===== config.mk =====
export PLATFORM = sky130hd
export DESIGN_NAME = sar_ctl_readout
export DESIGN_NICKNAME = d
export VERILOG_FILES = /design/src/rtl/sar_ctl_pkg.sv /design/src/rtl/sar_ctl_trig.sv /design/src/rtl/sar_ctl_seq.sv /design/src/rtl/sar_ctl_rdout.sv /design/src/rtl/sar_ctl_readout.sv
export SDC_FILE = /design/constraint.sdc
export NUM_CORES = 1
export LEC_CHECK = 0
export BUFFER_PORTS_ARGS = -buffer_cell sky130_fd_sc_hd__buf_2
export CORE_MARGIN = 2
export CORE_UTILIZATION = 45
export DETAILED_ROUTE_END_ITERATION = 16
export GPL_TIMING_DRIVEN = 1
export PLACE_DENSITY = 0.71
export SLEW_MARGIN = 20
export SYNTH_ARGS = -nofsm -noshare
export SYNTH_HDL_FRONTEND = slang
export SYNTH_SLANG_ARGS = --single-unit

===== constraint.sdc =====
create_clock -name clk -period 2.5 [get_ports clk]
set_clock_uncertainty 0.2 [all_clocks]
set_input_delay 0.5 -clock clk [delete_from_list [all_inputs] [get_ports clk]]
set_output_delay 0.5 -clock clk [all_outputs]
set_load 0.1 [all_outputs]

===== src/rtl/sar_ctl_pkg.sv =====
package sar_ctl_pkg;
   // read-path selection derived from the control inputs
   typedef enum logic [1:0] {
      RD_OFF   = 2'd0,
      RD_WORD  = 2'd1,
      RD_UPPER = 2'd2,
      RD_LOWER = 2'd3
   } rd_mode_e;
endpackage


===== src/rtl/sar_ctl_trig.sv =====
module sar_ctl_trig (
   input  logic clk,
   input  logic rst_n,
   input  logic ce_i,
   input  logic cs_n_i,
   input  logic rc_i,
   output logic trig_o
);
   logic ce_q, cs_n_q, rc_q;

   // previous levels reset to "already asserted" so release is not an edge
   always_ff @(posedge clk or negedge rst_n) begin
      if (!rst_n) begin
         ce_q   <= 1'b1;
         cs_n_q <= 1'b0;
         rc_q   <= 1'b0;
      end else begin
         ce_q   <= ce_i;
         cs_n_q <= cs_n_i;
         rc_q   <= rc_i;
      end
   end

   logic ce_rise, cs_fall, rc_fall;
   assign ce_rise = ce_i & ~ce_q;
   assign cs_fall = ~cs_n_i & cs_n_q;
   assign rc_fall = ~rc_i & rc_q;

   assign trig_o = (ce_rise & ~cs_n_i & ~rc_i)
                 | (cs_fall &  ce_i   & ~rc_i)
                 | (rc_fall &  ce_i   & ~cs_n_i);
endmodule


===== src/rtl/sar_ctl_seq.sv =====
module sar_ctl_seq #(
   parameter int DATA_W  = 12,
   parameter int SHORT_W = 8
) (
   input  logic              clk,
   input  logic              rst_n,
   input  logic              trig_i,
   input  logic              a0_i,
   input  logic              cmp_i,
   output logic              busy_o,
   output logic              short_o,
   output logic [DATA_W-1:0] trial_o,
   output logic [DATA_W-1:0] data_o
);
   localparam int LSB_W = DATA_W - SHORT_W;
   localparam int IDX_W = $clog2(DATA_W);
   localparam logic [LSB_W-1:0] TAIL = LSB_W'(1) << (LSB_W - 1);

   logic              busy_q, short_q;
   logic [IDX_W-1:0]  ptr_q;
   logic [DATA_W-1:0] res_q;
   logic [IDX_W-1:0]  stop_idx;

   assign stop_idx = short_q ? IDX_W'(LSB_W) : '0;

   always_ff @(posedge clk or negedge rst_n) begin
      if (!rst_n) begin
         busy_q  <= 1'b0;
         short_q <= 1'b0;
         ptr_q   <= '0;
         res_q   <= '0;
      end else if (!busy_q) begin
         if (trig_i) begin
            busy_q  <= 1'b1;
            short_q <= a0_i;
            ptr_q   <= IDX_W'(DATA_W - 1);
            res_q   <= '0;
         end
      end else begin
         res_q[ptr_q] <= cmp_i;
         if (ptr_q == stop_idx) begin
            busy_q <= 1'b0;
            if (short_q) res_q[LSB_W-1:0] <= TAIL;
         end else begin
            ptr_q <= ptr_q - 1'b1;
         end
      end
   end

   always_comb begin
      trial_o = res_q;
      if (busy_q) trial_o[ptr_q] = 1'b1;
   end

   assign busy_o  = busy_q;
   assign short_o = short_q;
   assign data_o  = res_q;

   // busy-length window counter for the checks below
   logic [IDX_W:0] cyc_q;
   always_ff @(posedge clk or negedge rst_n) begin
      if (!rst_n)       cyc_q <= '0;
      else if (!busy_q) cyc_q <= '0;
      else              cyc_q <= cyc_q + 1'b1;
   end


   busy_len_chk: assert property (@(posedge clk) disable iff (!rst_n)
      $fell(busy_q) |-> (cyc_q == (short_q ? (IDX_W+1)'(SHORT_W) : (IDX_W+1)'(DATA_W))));


   no_restart_chk: assert property (@(posedge clk) disable iff (!rst_n)
      (busy_q && trig_i) |=> (!busy_q || ptr_q != IDX_W'(DATA_W - 1)));


   short_tail_chk: assert property (@(posedge clk) disable iff (!rst_n)
      ($fell(busy_q) && short_q) |-> (res_q[LSB_W-1:0] == TAIL));
endmodule


===== src/rtl/sar_ctl_rdout.sv =====
module sar_ctl_rdout
   import sar_ctl_pkg::*;
#(
   parameter int DATA_W  = 12,
   parameter int SHORT_W = 8
) (
   input  logic              clk,
   input  logic              rst_n,
   input  logic              ce_i,
   input  logic              cs_n_i,
   input  logic              rc_i,
   input  logic              fmt12_i,
   input  logic              a0_i,
   input  logic [DATA_W-1:0] data_i,
   output logic [DATA_W-1:0] db_o,
   output logic [DATA_W-1:0] db_oe_o
);
   localparam int LSB_W = DATA_W - SHORT_W;
   localparam int PAD_W = SHORT_W - LSB_W;

   rd_mode_e mode;
   always_comb begin
      if (!(ce_i && !cs_n_i && rc_i)) mode = RD_OFF;
      else if (fmt12_i)               mode = RD_WORD;
      else if (a0_i)                  mode = RD_LOWER;
      else                            mode = RD_UPPER;
   end

   for (genvar i = 0; i < DATA_W; i++) begin : g_lane
      logic en, val;
      if (i >= LSB_W) begin : g_up
         localparam int J = i - LSB_W;
         logic low_bit;
         if (J >= PAD_W) begin : g_tail
            assign low_bit = data_i[J-PAD_W];
         end else begin : g_pad
            assign low_bit = 1'b0;
         end
         assign en  = (mode != RD_OFF);
         assign val = (mode == RD_LOWER) ? low_bit : data_i[i];
      end else begin : g_lo
         assign en  = (mode == RD_WORD);
         assign val = data_i[i];
      end
      assign db_oe_o[i] = en;
      assign db_o[i]    = en & val;
   end


   idle_off_chk: assert property (@(posedge clk) disable iff (!rst_n)
      (!ce_i || cs_n_i) |-> (db_oe_o == '0));


   byte_lanes_chk: assert property (@(posedge clk) disable iff (!rst_n)
      (ce_i && !cs_n_i && rc_i && !fmt12_i) |->
         (db_oe_o[LSB_W-1:0] == '0 && (&db_oe_o[DATA_W-1:LSB_W])));


   trail_zero_chk: assert property (@(posedge clk) disable iff (!rst_n)
      (ce_i && !cs_n_i && rc_i && !fmt12_i && a0_i) |-> (db_o[SHORT_W-1:LSB_W] == '0));
endmodule


===== src/rtl/sar_ctl_readout.sv =====
module sar_ctl_readout #(
   parameter int DATA_W  = 12,
   parameter int SHORT_W = 8
) (
   input  logic              clk,
   input  logic              rst_n,
   input  logic              ce_i,
   input  logic              cs_n_i,
   input  logic              rc_i,
   input  logic              fmt12_i,
   input  logic              a0_i,
   input  logic              cmp_i,
   output logic              busy_o,
   output logic [DATA_W-1:0] trial_o,
   output logic [DATA_W-1:0] db_o,
   output logic [DATA_W-1:0] db_oe_o
);
   if (SHORT_W >= DATA_W || 2 * SHORT_W <= DATA_W) begin : g_bad_width
      $error("sar_ctl_readout: SHORT_W must lie strictly between DATA_W/2 and DATA_W");
   end

   logic              trig, short_len;
   logic [DATA_W-1:0] result;

   sar_ctl_trig i_trig (
      .clk    (clk),
      .rst_n  (rst_n),
      .ce_i   (ce_i),
      .cs_n_i (cs_n_i),
      .rc_i   (rc_i),
      .trig_o (trig)
   );

   sar_ctl_seq #(.DATA_W(DATA_W), .SHORT_W(SHORT_W)) i_seq (
      .clk     (clk),
      .rst_n   (rst_n),
      .trig_i  (trig),
      .a0_i    (a0_i),
      .cmp_i   (cmp_i),
      .busy_o  (busy_o),
      .short_o (short_len),
      .trial_o (trial_o),
      .data_o  (result)
   );

   sar_ctl_rdout #(.DATA_W(DATA_W), .SHORT_W(SHORT_W)) i_rdout (
      .clk     (clk),
      .rst_n   (rst_n),
      .ce_i    (ce_i),
      .cs_n_i  (cs_n_i),
      .rc_i    (rc_i),
      .fmt12_i (fmt12_i),
      .a0_i    (a0_i),
      .data_i  (result),
      .db_o    (db_o),
      .db_oe_o (db_oe_o)
   );


   start_busy_chk: assert property (@(posedge clk) disable iff (!rst_n)
      (trig && !busy_o) |=> busy_o);


   len_hold_chk: assert property (@(posedge clk) disable iff (!rst_n)
      (busy_o && $past(busy_o)) |-> $stable(short_len));
endmodule


==> results of run 1 <==
-- metrics by stage --
| step | cells | TNS (ps) | utilization, % |
|---|---|---|---|
| final | 253 | 0 | 70.0 |
| after global routing | 253 | 0 | 70.0 |
| after CTS | 253 | 0 | 69.6 |
| after detailed placement | 248 | 0 | 68.4 |
| after global placement | 248 | 0 | 68.4 |
| after floorplan | 176 | -276 | - |
-- flip-flops by register name (all words and copies together) (netlist names) --
register	flops
i_seq.data_o	12
i_seq.ptr_q	4
i_seq.busy_o	1
i_seq.short_o	1
i_trig.ce_q	1
i_trig.cs_n_q	1
i_trig.rc_q	1
-- Yosys cell counts (7+ instances only) --
cell type,instances
nor2_1,10
buf_2,8
dfrtp_1,20
buf_4,13
o22ai_1,8
a21oi_1,7
a31o_2,8
nand2_1,11
mux2i_1,12
nand3b_1,10
-- per-layer routing --
metal	track usage [%]	vias up	share of wire [%]	wire length, um
met4	7.61	0	1.1	46
met2	39.5	75	53	2230
met3	3.21	6	6.3	267
met5	0	-	0	0
li1	-	687	-	-
met1	26.5	731	40	1690
-- worst max-delay path by stage --
| stage | to |
|---|---|
| floorplan | db_o[0] |
| global placement | db_o[5] |
| detailed placement | db_o[6] |
| CTS | trial_o[4] |
| global route | trial_o[11] |
| finish | trial_o[10] |
-- what timing repair did --
action,4_1_cts,5_1_grt
endpoints found under the hold margin,20,0
resized for setup,2,4
hold buffers,1,0
setup buffers,0,0
endpoints found under the setup margin,2,10
pin swaps,0,0
cloned,0,0
-- layout make-up --
| type | count | area, um2 |
|---|---|---|
| inverter | 5 | 18.8 |
| clock buffer | 3 | 22.5 |
| tap | 46 | 57.6 |
| multi-input combinational | 125 | 923 |
| fill | 263 | 1010 |
| clock inverter | 1 | 5.00 |
| timing repair buffer | 52 | 798 |
| sequential | 21 | 529 |
-- logic make-up after synthesis --
family	Yosys count	share of synthesized area (%)
AND/OR/NAND/NOR	66	25.5
AO/OA/AOI/OAI	39	17.6
buffers and inverters	30	10.7
flip-flops	21	33.0
multiplexers	13	8.23
adder cells (fa/ha/maj)	5	3.92
XOR/XNOR	2	1.10
-- cells in the final DEF, fill, tap and decap left out, types with 6 or more instances in the layout --
| master | netlist | routed |
|---|---|---|
| nand2_1 | 11 | 11 |
| buf_12 | 0 | 34 |
| buf_2 | 8 | 8 |
| nand3b_1 | 10 | 10 |
| nor2_1 | 10 | 6 |
| o22ai_1 | 8 | 8 |
| dfrtp_1 | 20 | 18 |
| mux2i_1 | 12 | 12 |
| a21oi_1 | 7 | 7 |
| a31o_2 | 8 | 8 |
| buf_4 | 13 | 9 |
==> metrics.yaml, run 1 <==
fin_crit_sh_pct: 96.2
status: "completed"
path_max_fanout: 7
grt_pass1_vias: 1538
drv_cap: 0
synth_edf_count: 0
wirelength_mm: 4.23
ys_ff_latch: 21
cp-start-kind: "register"
crit_buf_inv: 2
max_stage_delay_ps: 470
grt_pass1_wl_mm: 7.13
place_area_um2: 2300
htreeDepth: 1
crit_type: "reg2out"
hold_end: "i_trig.ce_q$_DFF_PN1_"
dp_slack_ps: 229
crit_cells: 4
dieArea_um2: 4040
synth_top_cell_area_share_pct: 31.3
grt_max_degree: 25
r2r-start: "i_seq.busy_o$_DFF_PN0_"
gp_congestion: 0.893
avgRoutedWirePerCell_um: 16.7
drt_iter0_drc: 48
fmax_mhz: 416
design_area_um2: 2350
cp_cell_sequence: "inv_1 > ha_1 > a31o_2 > buf_12"
cp_slowest_cell: "dfrtp_1"
die_w_um: 63.6
hold_path.class: "in2reg"
diodes: 0
r2r_cells: 4
antenna_found_initial: 0
worst_pin_slew_ps: 702
syn_nets: 189
track_usage_pct: 22.0
cts_root_buffer: "clkbuf_4"
viasPerCell: 5.92
clockBufferDepth: 2
slew_headroom_pct: 53.1
die_y_um: 63.6
initial_core_util_pct: 47.5
holdWs_ps: 101
drv_slew: 0
avgSynthCellArea_um2: 9.07
hold_start: "ce_i"
clkSlewWorstSetupHoldPaths_ps: 120
hold_viol: 0
ios: 45
cts.sinks: 21
arrival_ps: 1700
rows: 21
ant_nets: 0
nets: 221
drc_errors: 0
rsz0062_at_grt: "false"
drt_first_pass_iters: 4
required_ps: 1800
hold_depth: 1
core_um2: 3360
ys_async_sr_fraction_pct: 100
synth_area_leader_cell: "dfrtp_1"
synth.area.top_cells: "dfrtp_1 (31%), mux2i_1 (7.5%), buf_4 (6.1%)"
crit_family: "flip-flops"
synth_cell_types: 41
cp-end-kind: "output pin"
drive_above_1_share_pct: 40.6
rr_endpoint: "i_seq.ptr_q[0]$_DFFE_PN0P_"
cts_tree: "built"
ys.warnings.count: 0
area_growth_pct: 47.5
hpwl_mm: 3.20
setup_violations: 0
numCtsBuffers: 3
syn_area_um2: 1600
overflow: 0
reg2reg_slack_ps: 550
crit_start: "i_seq.ptr_q[0]$_DFFE_PN0P_"
insertion_delay_ps: 310
portBuffers: 44
syn_inst: 176
fin_crit_ps: 2400
dr_total_vias: 1499
ys_seq_area_share_pct: 33.0
worst_slack_ps: 95.3
synth-main-ff-cell: "dfrtp_1"
Power of run 1 is left out: the tool's default activity adds up to more than one toggle a clock period on the data nets, which glitch-free logic cannot reach.
==> inputs of run 2 (changes only) <==
CTS_BUF_LIST = sky130_fd_sc_hd__clkbuf_8   (was unset)
PLACE_DENSITY = 0.72   (was 0.71)
SYNTH_HIERARCHICAL = 1   (was unset)
==> run 2 against run 1 <==
- cell area rose by 1.5%
- sequential share of layout area fell by 0.34 points
- via count fell by 4.1%
- utilization rose by 2.2 points
- non-clock buffer count did not move
- die area fell by 3.8%
- synthesized area fell by 4.0%
- routed wire length rose by 0.90%
- global-route usage rose by 0.69 points
- maximum frequency fell by 1.6%
- first-iteration DRC count rose by 4.2%
- cell count fell by 4.3%
==> metrics.yaml, run 2 <==
status: "completed"  # unchanged
grt_max_degree: 22  # was 25
reg2reg_slack_ps: 490  # was 550 ps
synth-main-ff-cell: "dfrtp_1"  # unchanged
grt_pass1_wl_mm: 7.09  # was 7.13 mm
drv_slew: 0  # unchanged
hold_depth: 1  # unchanged
ys.warnings.count: 6  # was 0
rsz0062_at_grt: "false"  # unchanged
worst_pin_slew_ps: 548  # was 702 ps
portBuffers: 44  # unchanged
drv_cap: 0  # unchanged
rr_endpoint: "i_seq/data_o[4]$_DFFE_PN0P_"  # was i_seq.ptr_q[0]$_DFFE_PN0P_
cp-start-kind: "register"  # unchanged
diodes: 0  # unchanged
viasPerCell: 5.94  # was 5.92
hpwl_mm: 3.32  # was 3.20 mm
setup-tns-final_ps: 0  # unchanged
cts_tree: "built"  # unchanged
r2r-start: "i_trig/ce_q$_DFF_PN1_"  # was i_seq.busy_o$_DFF_PN0_
syn_inst: 163  # was 176
required_ps: 1800  # about the same
layout_commonest_cell: "buf_12"  # unchanged
avgRoutedWirePerCell_um: 17.6  # was 16.7 um
die_y_um: 62.4  # was 63.6 um
hold_path.class: "in2reg"  # unchanged
die_w_um: 62.4  # was 63.6 um
numCtsBuffers: 3  # unchanged
ant_nets: 0  # unchanged
r2r_cells: 6  # was 4
synth_cell_types: 47  # was 41
ys_seq_area_share_pct: 34.4  # was 33.0%
crit_family: "flip-flops"  # unchanged
cts_root_buffer: "clkbuf_8"  # was clkbuf_4
synth_top_cell_area_share_pct: 32.7  # was 31.3%
insertion_delay_ps: 260  # was 310 ps
syn_area_um2: 1530  # was 1600 um2
setup_violations: 0  # unchanged
synth.area.top_cells: "dfrtp_1 (33%), mux2i_1 (7.8%), buf_4 (6.4%)"  # was dfrtp_1 (31%), mux2i_1 (7.5%), buf_4 (6.1%)
drc_errors: 0  # unchanged
slew_headroom_pct: 63.3  # was 53.1%
overflow: 0  # unchanged
core_um2: 3310  # was 3360 um2
drt_first_pass_iters: 4  # unchanged
fin_crit_ps: 2440  # was 2400 ps
drt_iter0_drc: 50  # was 48
dieArea_um2: 3890  # was 4040 um2
cp_slowest_cell: "dfrtp_1"  # unchanged
clkSlewWorstSetupHoldPaths_ps: 80  # was 120 ps
avgSynthCellArea_um2: 9.40  # was 9.07 um2
ys_async_sr_fraction_pct: 100  # unchanged
fin_crit_sh_pct: 97.8  # was 96.2%
gp_congestion: 0.855  # was 0.893
track_usage_pct: 22.7  # was 22.0%
ios: 45  # unchanged
path_max_fanout: 14  # was 7
clockBufferDepth: 2  # unchanged
nets: 209  # was 221
max_stage_delay_ps: 540  # was 470 ps
initial_core_util_pct: 46.3  # was 47.5%
antenna_found_initial: 0  # unchanged
hold_start: "ce_i"  # unchanged
rows: 21  # unchanged
cts.sinks: 21  # unchanged
drive_above_1_share_pct: 43.9  # was 40.6%
cp-end-kind: "output pin"  # unchanged
dr_total_vias: 1438  # was 1499
cp_cell_sequence: "nand2b_1 > o21bai_4 > buf_12"  # was inv_1 > ha_1 > a31o_2 > buf_12
ys_ff_latch: 21  # unchanged
yosysMostFrequentCell: "dfrtp_1"  # unchanged
fmax_mhz: 409  # was 416 MHz
htreeDepth: 1  # unchanged
hold_end: "i_trig/ce_q$_DFF_PN1_"  # was i_trig.ce_q$_DFF_PN1_
layout_common_cells: "buf_12 (36), dfrtp_1 (18), nand2_1 (17)"  # was buf_12 (34), dfrtp_1 (18), mux2i_1 (12)
area_growth_pct: 56.0  # was 47.5%
wirelength_mm: 4.27  # was 4.23 mm
synth_area_leader_cell: "dfrtp_1"  # unchanged
crit_buf_inv: 1  # was 2
synth_edf_count: 0  # unchanged
largest_reg_flops: 12  # unchanged
arrival_ps: 1740  # was 1700 ps
crit_type: "reg2out"  # unchanged
hold_viol: 0  # unchanged
grt_pass1_vias: 1448  # was 1538
yosys-top-cells-count: "dfrtp_1 (20), nand2_1 (17), buf_4 (13)"  # was dfrtp_1 (20), buf_4 (13), mux2i_1 (12)
fillCellCount: 220  # was 263
syn_nets: 175  # was 189
==> run 2: cell types whose count changed in the layout (fill, tap and decap cells not counted), moves of 5 or more <==
cell	delta
o22ai_1	-8
a21oi_1	-7
o21ai_0	+7
o21bai_4	+7
nand2_1	+6
and2_1	-5
nand3_1	-5
==> run 2: per-layer routing <==
metal  share of wire, %  vias up  GRT usage, %  routed length (um)
li1                   -      644             -                   -
met1                 39      711          26.6                1660
met2                 53       75          42.4                2250
met3                7.1        8          3.99                 305
met4                1.3        0          5.83                  55
met5                  0        -             0                   0
==> run 2: cells by family after synthesis <==
group	after synthesis	synth area share, %
mux	13	8.57
buf+inv	28	12.2
simple gates	59	22.6
compound gates	37	18.5
xor+xnor	1	0.572
fa+ha+maj	4	3.27
flops	21	34.4
==> run 2: cell type report <==
class | instances | area [um2] | share of cell area [%]
multi-input cells | 114 | 908 | 38.0
clock inverters | 1 | 7.51 | 0.314
well taps | 46 | 57.6 | 2.41
flip-flops and latches | 21 | 529 | 22.1
repair buffers | 52 | 823 | 34.4
inverters | 5 | 23.8 | 0.994
clock buffers | 3 | 41.3 | 1.73
==> run 2: worst max-delay path by stage <==
stage                                from    endpoint  slack, ps  cells after the start
3_3_place_gp                         rc_i  db_oe_o[2]        310                      6
4_1_cts        i_seq/ptr_q[0]$_DFFE_PN0P_  trial_o[4]         30                      6
6_report       i_seq/ptr_q[2]$_DFFE_PN0P_  trial_o[9]         60                      3
5_1_grt        i_seq/ptr_q[0]$_DFFE_PN0P_  trial_o[4]          7                      6
3_5_place_dp                         rc_i  db_oe_o[1]        290                      6
2_1_floorplan      i_seq/busy_o$_DFF_PN0_  trial_o[5]         20                      4
==> run 2: through the flow <==
step / hold slack [ps] / setup WS [ps] / util, % / instances / area, um2
floorplan: 4.41 / 17.7 / - / 163 / 1620
global placement: 272 / 312 / 70.2 / 236 / 2320
detailed placement: 280 / 287 / 70.2 / 236 / 2320
CTS: 147 / 26.0 / 72.0 / 241 / 2380
global route: 140 / 7.12 / 72.2 / 242 / 2390
finish: 145 / 55.6 / 72.2 / 242 / 2390
==> run 2: repair_timing <==
| action | CTS | global route |
|---|---|---|
| gates resized for setup | 0 | 1 |
| hold buffers | 1 | 0 |
| hold endpoints to repair | 12 | 0 |
| buffers inserted | 0 | 1 |
| endpoints found under the setup margin | 0 | 3 |
Power of run 2 is left out for the same reason.
